[src/rtl/sc_act_pkg.sv]
package sc_act_pkg;
  typedef enum logic [2:0] {
    ST_IDLE,
    ST_RAMP,
    ST_IOWAIT,
    ST_CLKWAIT,
    ST_ACTIVE
  } seq_st_e;
endpackage

[src/rtl/sc_lockout.sv]
module sc_lockout #(
  parameter int unsigned LOCK_CYC = 270000
) (
  input  logic clk_i,
  input  logic rst_ni,
  output logic done_o
);
  localparam int unsigned CW = $clog2(LOCK_CYC + 1);

  logic [CW-1:0] cnt_q;

  always_ff @(posedge clk_i or negedge rst_ni) begin
    if (!rst_ni)                      cnt_q <= '0;
    else if (cnt_q != CW'(LOCK_CYC))  cnt_q <= cnt_q + 1'b1;
  end

  assign done_o = (cnt_q == CW'(LOCK_CYC));
endmodule

[src/rtl/sc_clk_div.sv]
module sc_clk_div #(
  parameter int unsigned SEL_W = 2
) (
  input  logic             clk_i,
  input  logic             rst_ni,
  input  logic             run_i,
  input  logic [SEL_W-1:0] sel_i,
  output logic             clk_o
);
  localparam int unsigned HC_W = (1 << SEL_W) - 1;

  logic [SEL_W-1:0] exp_q;
  logic [HC_W-1:0]  hc_q;
  logic [HC_W:0]    span;
  logic [HC_W-1:0]  lim;
  logic             clk_q;

  assign span = (HC_W+1)'(1) << exp_q;
  assign lim  = span[HC_W-1:0] - HC_W'(1);

  // ratio is latched only while stopped or when a high phase ends
  always_ff @(posedge clk_i or negedge rst_ni) begin
    if (!rst_ni) begin
      exp_q <= '0;
      hc_q  <= '0;
      clk_q <= 1'b0;
    end else if (!run_i) begin
      exp_q <= sel_i;
      hc_q  <= '0;
      clk_q <= 1'b0;
    end else if (hc_q == lim) begin
      hc_q  <= '0;
      clk_q <= ~clk_q;
      if (clk_q) exp_q <= sel_i;
    end else begin
      hc_q  <= hc_q + 1'b1;
    end
  end

  assign clk_o = clk_q;
endmodule

[src/rtl/sc_seq_fsm.sv]
module sc_seq_fsm
  import sc_act_pkg::*;
#(
  parameter int unsigned T1_CYC = 2700,
  parameter int unsigned T2_CYC = 5400,
  parameter int unsigned T3_CYC = 8100
) (
  input  logic clk_i,
  input  logic rst_ni,
  input  logic lock_done_i,
  input  logic cmd_ni,
  input  logic hrst_i,
  input  logic card_det_i,
  input  logic sup_fault_i,
  input  logic vcc_ok_i,
  output logic vcc_en_o,
  output logic io_rx_o,
  output logic active_o,
  output logic clk_run_d_o,
  output logic fault_o
);
  localparam int unsigned TW = $clog2(T3_CYC + 1);

  seq_st_e       st_q, st_d;
  logic [TW-1:0] tcnt_q, tcnt_d;
  logic          flt_q, flt_d;
  logic          cmd_q;
  logic          fall, start_ok, lost;

  assign fall     = cmd_q & ~cmd_ni;
  assign start_ok = fall & lock_done_i & ~hrst_i & card_det_i & ~sup_fault_i;
  assign lost     = ~card_det_i | sup_fault_i;

  always_comb begin
    st_d   = st_q;
    tcnt_d = tcnt_q;
    flt_d  = flt_q;
    if (st_q == ST_IDLE) begin
      if (start_ok) begin
        st_d   = ST_RAMP;
        tcnt_d = TW'(1);
        flt_d  = 1'b0;
      end
    end else if (lost) begin
      st_d  = ST_IDLE;
      flt_d = 1'b1;
    end else begin
      if (st_q != ST_ACTIVE) tcnt_d = tcnt_q + 1'b1;
      unique case (st_q)
        ST_RAMP: if (tcnt_q == TW'(T1_CYC)) begin
          if (vcc_ok_i) st_d = ST_IOWAIT;
          else begin
            st_d  = ST_IDLE;
            flt_d = 1'b1;
          end
        end
        ST_IOWAIT:  if (tcnt_q == TW'(T2_CYC)) st_d = ST_CLKWAIT;
        ST_CLKWAIT: if (tcnt_q == TW'(T3_CYC)) st_d = ST_ACTIVE;
        default: ;
      endcase
    end
  end

  always_ff @(posedge clk_i or negedge rst_ni) begin
    if (!rst_ni) begin
      st_q   <= ST_IDLE;
      tcnt_q <= '0;
      flt_q  <= 1'b0;
      cmd_q  <= 1'b1;
    end else begin
      st_q   <= st_d;
      tcnt_q <= tcnt_d;
      flt_q  <= flt_d;
      cmd_q  <= cmd_ni;
    end
  end

  assign vcc_en_o    = (st_q != ST_IDLE);
  assign io_rx_o     = (st_q == ST_CLKWAIT) || (st_q == ST_ACTIVE);
  assign active_o    = (st_q == ST_ACTIVE);
  assign clk_run_d_o = (st_d == ST_ACTIVE);
  assign fault_o     = flt_q;
endmodule

[src/rtl/sc_act_seq.sv]
module sc_act_seq #(
  parameter int unsigned LOCK_CYC = 270000,
  parameter int unsigned T1_CYC   = 2700,
  parameter int unsigned T2_CYC   = 5400,
  parameter int unsigned T3_CYC   = 8100,
  parameter int unsigned SEL_W    = 2
) (
  input  logic             clk_i,
  input  logic             rst_ni,
  input  logic             cmd_ni,
  input  logic             hrst_i,
  input  logic             card_det_i,
  input  logic             sup_fault_i,
  input  logic             vcc_ok_i,
  input  logic [SEL_W-1:0] div_sel_i,
  output logic             vcc_en_o,
  output logic             io_rx_o,
  output logic             card_clk_o,
  output logic             card_rst_o,
  output logic             fault_no
);
  logic lock_done, active, clk_run_d, fault;

  sc_lockout #(.LOCK_CYC(LOCK_CYC)) i_lockout (
    .clk_i  (clk_i),
    .rst_ni (rst_ni),
    .done_o (lock_done)
  );

  sc_seq_fsm #(.T1_CYC(T1_CYC), .T2_CYC(T2_CYC), .T3_CYC(T3_CYC)) i_fsm (
    .clk_i       (clk_i),
    .rst_ni      (rst_ni),
    .lock_done_i (lock_done),
    .cmd_ni      (cmd_ni),
    .hrst_i      (hrst_i),
    .card_det_i  (card_det_i),
    .sup_fault_i (sup_fault_i),
    .vcc_ok_i    (vcc_ok_i),
    .vcc_en_o    (vcc_en_o),
    .io_rx_o     (io_rx_o),
    .active_o    (active),
    .clk_run_d_o (clk_run_d),
    .fault_o     (fault)
  );

  sc_clk_div #(.SEL_W(SEL_W)) i_div (
    .clk_i  (clk_i),
    .rst_ni (rst_ni),
    .run_i  (clk_run_d),
    .sel_i  (div_sel_i),
    .clk_o  (card_clk_o)
  );

  assign card_rst_o = active & hrst_i;
  assign fault_no   = ~fault;
endmodule

[config.mk]
export PLATFORM = sky130hd
export DESIGN_NAME = sc_act_seq
export DESIGN_NICKNAME = d
export VERILOG_FILES = /design/src/rtl/sc_act_pkg.sv /design/src/rtl/sc_lockout.sv /design/src/rtl/sc_clk_div.sv /design/src/rtl/sc_seq_fsm.sv /design/src/rtl/sc_act_seq.sv
export SDC_FILE = /design/constraint.sdc
export NUM_CORES = 1
export LEC_CHECK = 0
export BUFFER_PORTS_ARGS = -buffer_cell sky130_fd_sc_hd__buf_2
export CAP_MARGIN = 10
export CELL_PAD_IN_SITES_DETAIL_PLACEMENT = 1
export CELL_PAD_IN_SITES_GLOBAL_PLACEMENT = 1
export CORE_ASPECT_RATIO = 0.5
export CORE_MARGIN = 2
export CORE_UTILIZATION = 48
export DETAILED_ROUTE_END_ITERATION = 10
export PLACE_DENSITY = 0.75
export SETUP_SLACK_MARGIN = 0.02
export SKIP_LAST_GASP = 1
export SLEW_MARGIN = 5
export SYNTH_ARGS = -nofsm -noshare
export SYNTH_HDL_FRONTEND = slang
export SYNTH_SLANG_ARGS = --single-unit
[constraint.sdc]
create_clock -name clk_i -period 2.3 [get_ports clk_i]
set_clock_uncertainty 0.15 [all_clocks]
set_input_delay 0.69 -clock clk_i [delete_from_list [all_inputs] [get_ports clk_i]]
set_output_delay 0.69 -clock clk_i [all_outputs]
set_load 0.05 [all_outputs]
==> impl_results.md <==
- Status: complete, no violations
- WS Path Type: reg -> out
- First-pass GRT wire length: 8.29 mm
- Required @ worst endpoint: 1460 ps
- Syn-to-layout area delta: 11.2%
- Worst-path clk slew: 90 ps
- Seq cells post-synth: 43
- CTS tree: yes
- Post-synth top area share: 0.452
- Max-slew violations: 0
- Vias in the first global route: 1775
- Die Width: 102 um
- Number of synthesized flops with an enable pin: 0
- RR Startpoint: i_fsm.tcnt_q[0]
- Cts-stage hold buffer count: 0
- Final instance area: 2590 sq um
- Via count: 1714
- Register area share after synthesis: 0.463
- Slowest CP cell: dfrtp_1
- Syn. warnings: 0
- VDD IR max: approximately 0.21 mV
- Post-synth top area cell: dfrtp_1
- Effective utilization at floorplan: 0.514
- Nets: about 260
- Final hold violation count: 0
- Switching Share: 0.238
- Final min period: 2190 ps
- Fmax: roughly 460 MHz
- Final routed DRC violation total: 0
- Largest net degree at the start of global routing: 24
- Switch Pwr: 310 uW
- Util after Layout: 0.571
- Most common flop cell mapped by yosys: dfrtp_1
- Power Total: ~1.3 mW
- Synth Cell Area: about 2300 sq um
- Comb pwr share: 0.040
- R2r endpoint: i_div.exp_q[1]
- Share of layout cells above drive strength 1: 0.212
- Tcrit/Tclk final: 0.950
- Lkg Pwr: 1.15 nW
- TritonCTS buffer count: 5
- Place WS: around 120 ps
- Core footprint: 4530 sq um
- FF-to-FF setup slack: 200 ps
- I/O Pins: 14
- Pwr Density: 503 nW/um^2
- CP max FO: 8
- Asr flop ratio synth: 1.00
- HP Class: in -> async
- Unrepaired setup endpoints after global routing: no
- Chip Height: ~53 um
- Initial antenna violation count: 0
- Max-Cap Viols: 0
- Most frequent cells after synthesis: 42 x dfrtp_1, 16 x nand2_1, 15 x nor2_1, 15 x xnor2_1, 14 x xor2_1
- Layout fillers: 502
- Reg power frac: 0.589
- Final wirelength: 4.84 mm
- Pint: around 990 uW
- Distinct cell type count after synthesis: between 40 and 50
- Port bufs: 13
- Actual slew at the worst max-slew pin: between 500 and 600 ps
- Post-DP HPWL: 3.66 mm
- Level count of the clock H-tree: 2
- Worst-Skew Late Latency: about 300 ps
- Via/cell ratio: 5.51
- CTS root buf: clkbuf_8
- Count leader, synth: dfrtp_1
- GRT Overall Usage: 0.205
- Die Area: 5450 sq um
- Post-DRT Antenna Nets: 0
- Max incr delay on CP: 490 ps
- Critical-path cell list: nor3_2 > inv_1 > buf_2
- TritonRoute pass-1 iters: 6
- CTS Sinks: 43
- Worst Path Arrival: 1350 ps
- DR iter-0 viols: 27
- Avg Inst Size Synth: 10.5 sq um
- Critical Path End Type: output pin
- Crit path launch type: flop
- Syn nets: about 240
- Antenna cells: 0
- Depth of the most critical reg-to-reg path: 7
- Synth top area cells: dfrtp_1 45%, xnor2_1 5.6%, xor2_1 5.3%
- Mapped Cells: 222
- Final worst slack: 114 ps
- Row cnt: 17
- Gpl congestion: 0.781
- Gr ovfl total: 0
- Wirelength per Cell: approximately 16 um
- Slew HR: 0.641
- Final setup vio count: 0
- Max clock buf depth: 2
- Area after DPL: 2480 sq um
- Clock power share: 0.371
## metrics by stage
stage,setup TNS (ps),instances,hold slack [ps]
2_1_floorplan,0,222,244
3_3_place_gp,0,302,309
3_5_place_dp,0,302,308
4_1_cts,-3.05,310,222
5_1_grt,0,311,238
6_report,0,311,209
## metal layers
metal,share of wire,GRT usage,up-vias
li1,-,-,833
met1,0.48,0.250,863
met2,0.49,0.361,11
met3,0.022,0.0502,7
met4,0.011,0.0689,0
met5,0,0,-
## logic make-up after synthesis
kind of cell             share of synthesized area
AND/OR/NAND/NOR                              0.299
flip-flops                                   0.463
XOR/XNOR                                     0.109
AO/OA/AOI/OAI                               0.0511
buffers and inverters                       0.0366
adder cells (fa/ha/maj)                     0.0269
multiplexers                                0.0145
## timing repair
item                                    CTS  global route
buffers inserted                          0             1
endpoints found under the setup margin    2             2
gates cloned                              0             0
gates resized for setup                   2             2
## flip-flops by register name, indices dropped and copies added, names as in the netlist
name / count
i_div.clk_o: 1
i_lockout.cnt_q: 19
i_div.hc_q: 3
i_fsm.fault_o: 1
i_fsm.cmd_q: 1
i_div.exp_q: 2
i_fsm.st_q: 3
i_fsm.tcnt_q: 13
## worst max path at each step
stage | start | to | slack, ps | cells past startpoint
finish | i_fsm.st_q[0] | vcc_en_o | 110 | 3
global route | i_fsm.st_q[0] | vcc_en_o | 40 | 3
CTS | i_fsm.st_q[1] | card_rst_o | -3 | 3
detailed placement | sup_fault_i | i_fsm.tcnt_q[7] | 120 | 6
global placement | sup_fault_i | i_fsm.tcnt_q[7] | 160 | 6
floorplan | i_fsm.st_q[1] | io_rx_o | 60 | 3
## power groups by stage
stage	logic, mW	registers (mW)	clock network [mW]
after floorplan	0.0212	0.781	0
after global placement	0.0516	0.782	0
after detailed placement	0.0538	0.782	0
after CTS	0.0540	0.767	0.504
after global routing	0.0602	0.768	0.546
final	0.0524	0.767	0.482
## final cells by class
type / instances / area, sq um / area share
clock buffers: 5 / 68.8 / 0.0266
multi-input cells: 163 / 1170 / 0.452
flip-flops and latches: 43 / 1080 / 0.417
clock inverters: 3 / 20.0 / 0.00774
repair buffers: 20 / 126 / 0.0488
inverters: 11 / 41.3 / 0.0160
well taps: 66 / 82.6 / 0.0319
## cells in the final DEF (no fill, tap or decap), types with 2 or more instances in the layout
cell type / instances
a21oi_1: 3
a31oi_1: 2
and2_1: 2
and3_1: 5
and4_1: 4
and4b_1: 3
buf_2: 11
buf_4: 8
clkbuf_8: 5
clkinvlp_4: 2
dfrtp_1: 41
ha_1: 5
inv_1: 11
mux2_1: 2
nand2_1: 16
nand2b_1: 3
nand3_1: 9
nand3b_1: 2
nand4_1: 13
nor2_1: 15
nor2_2: 10
nor2b_1: 3
nor3_1: 8
nor3b_2: 2
nor4_1: 3
nor4_4: 2
nor4b_1: 4
nor4bb_1: 2
o21ai_0: 2
xnor2_1: 15
xor2_1: 14
## worst max-delay path, delay by kind of cell (launching register included)
kind | cells | cell delay [ps]
AND/OR/NAND/NOR | 1 | 290
flip-flops | 1 | 490
buffers and inverters | 2 | 270
Note: power is estimated with default switching activity, not from simulation.
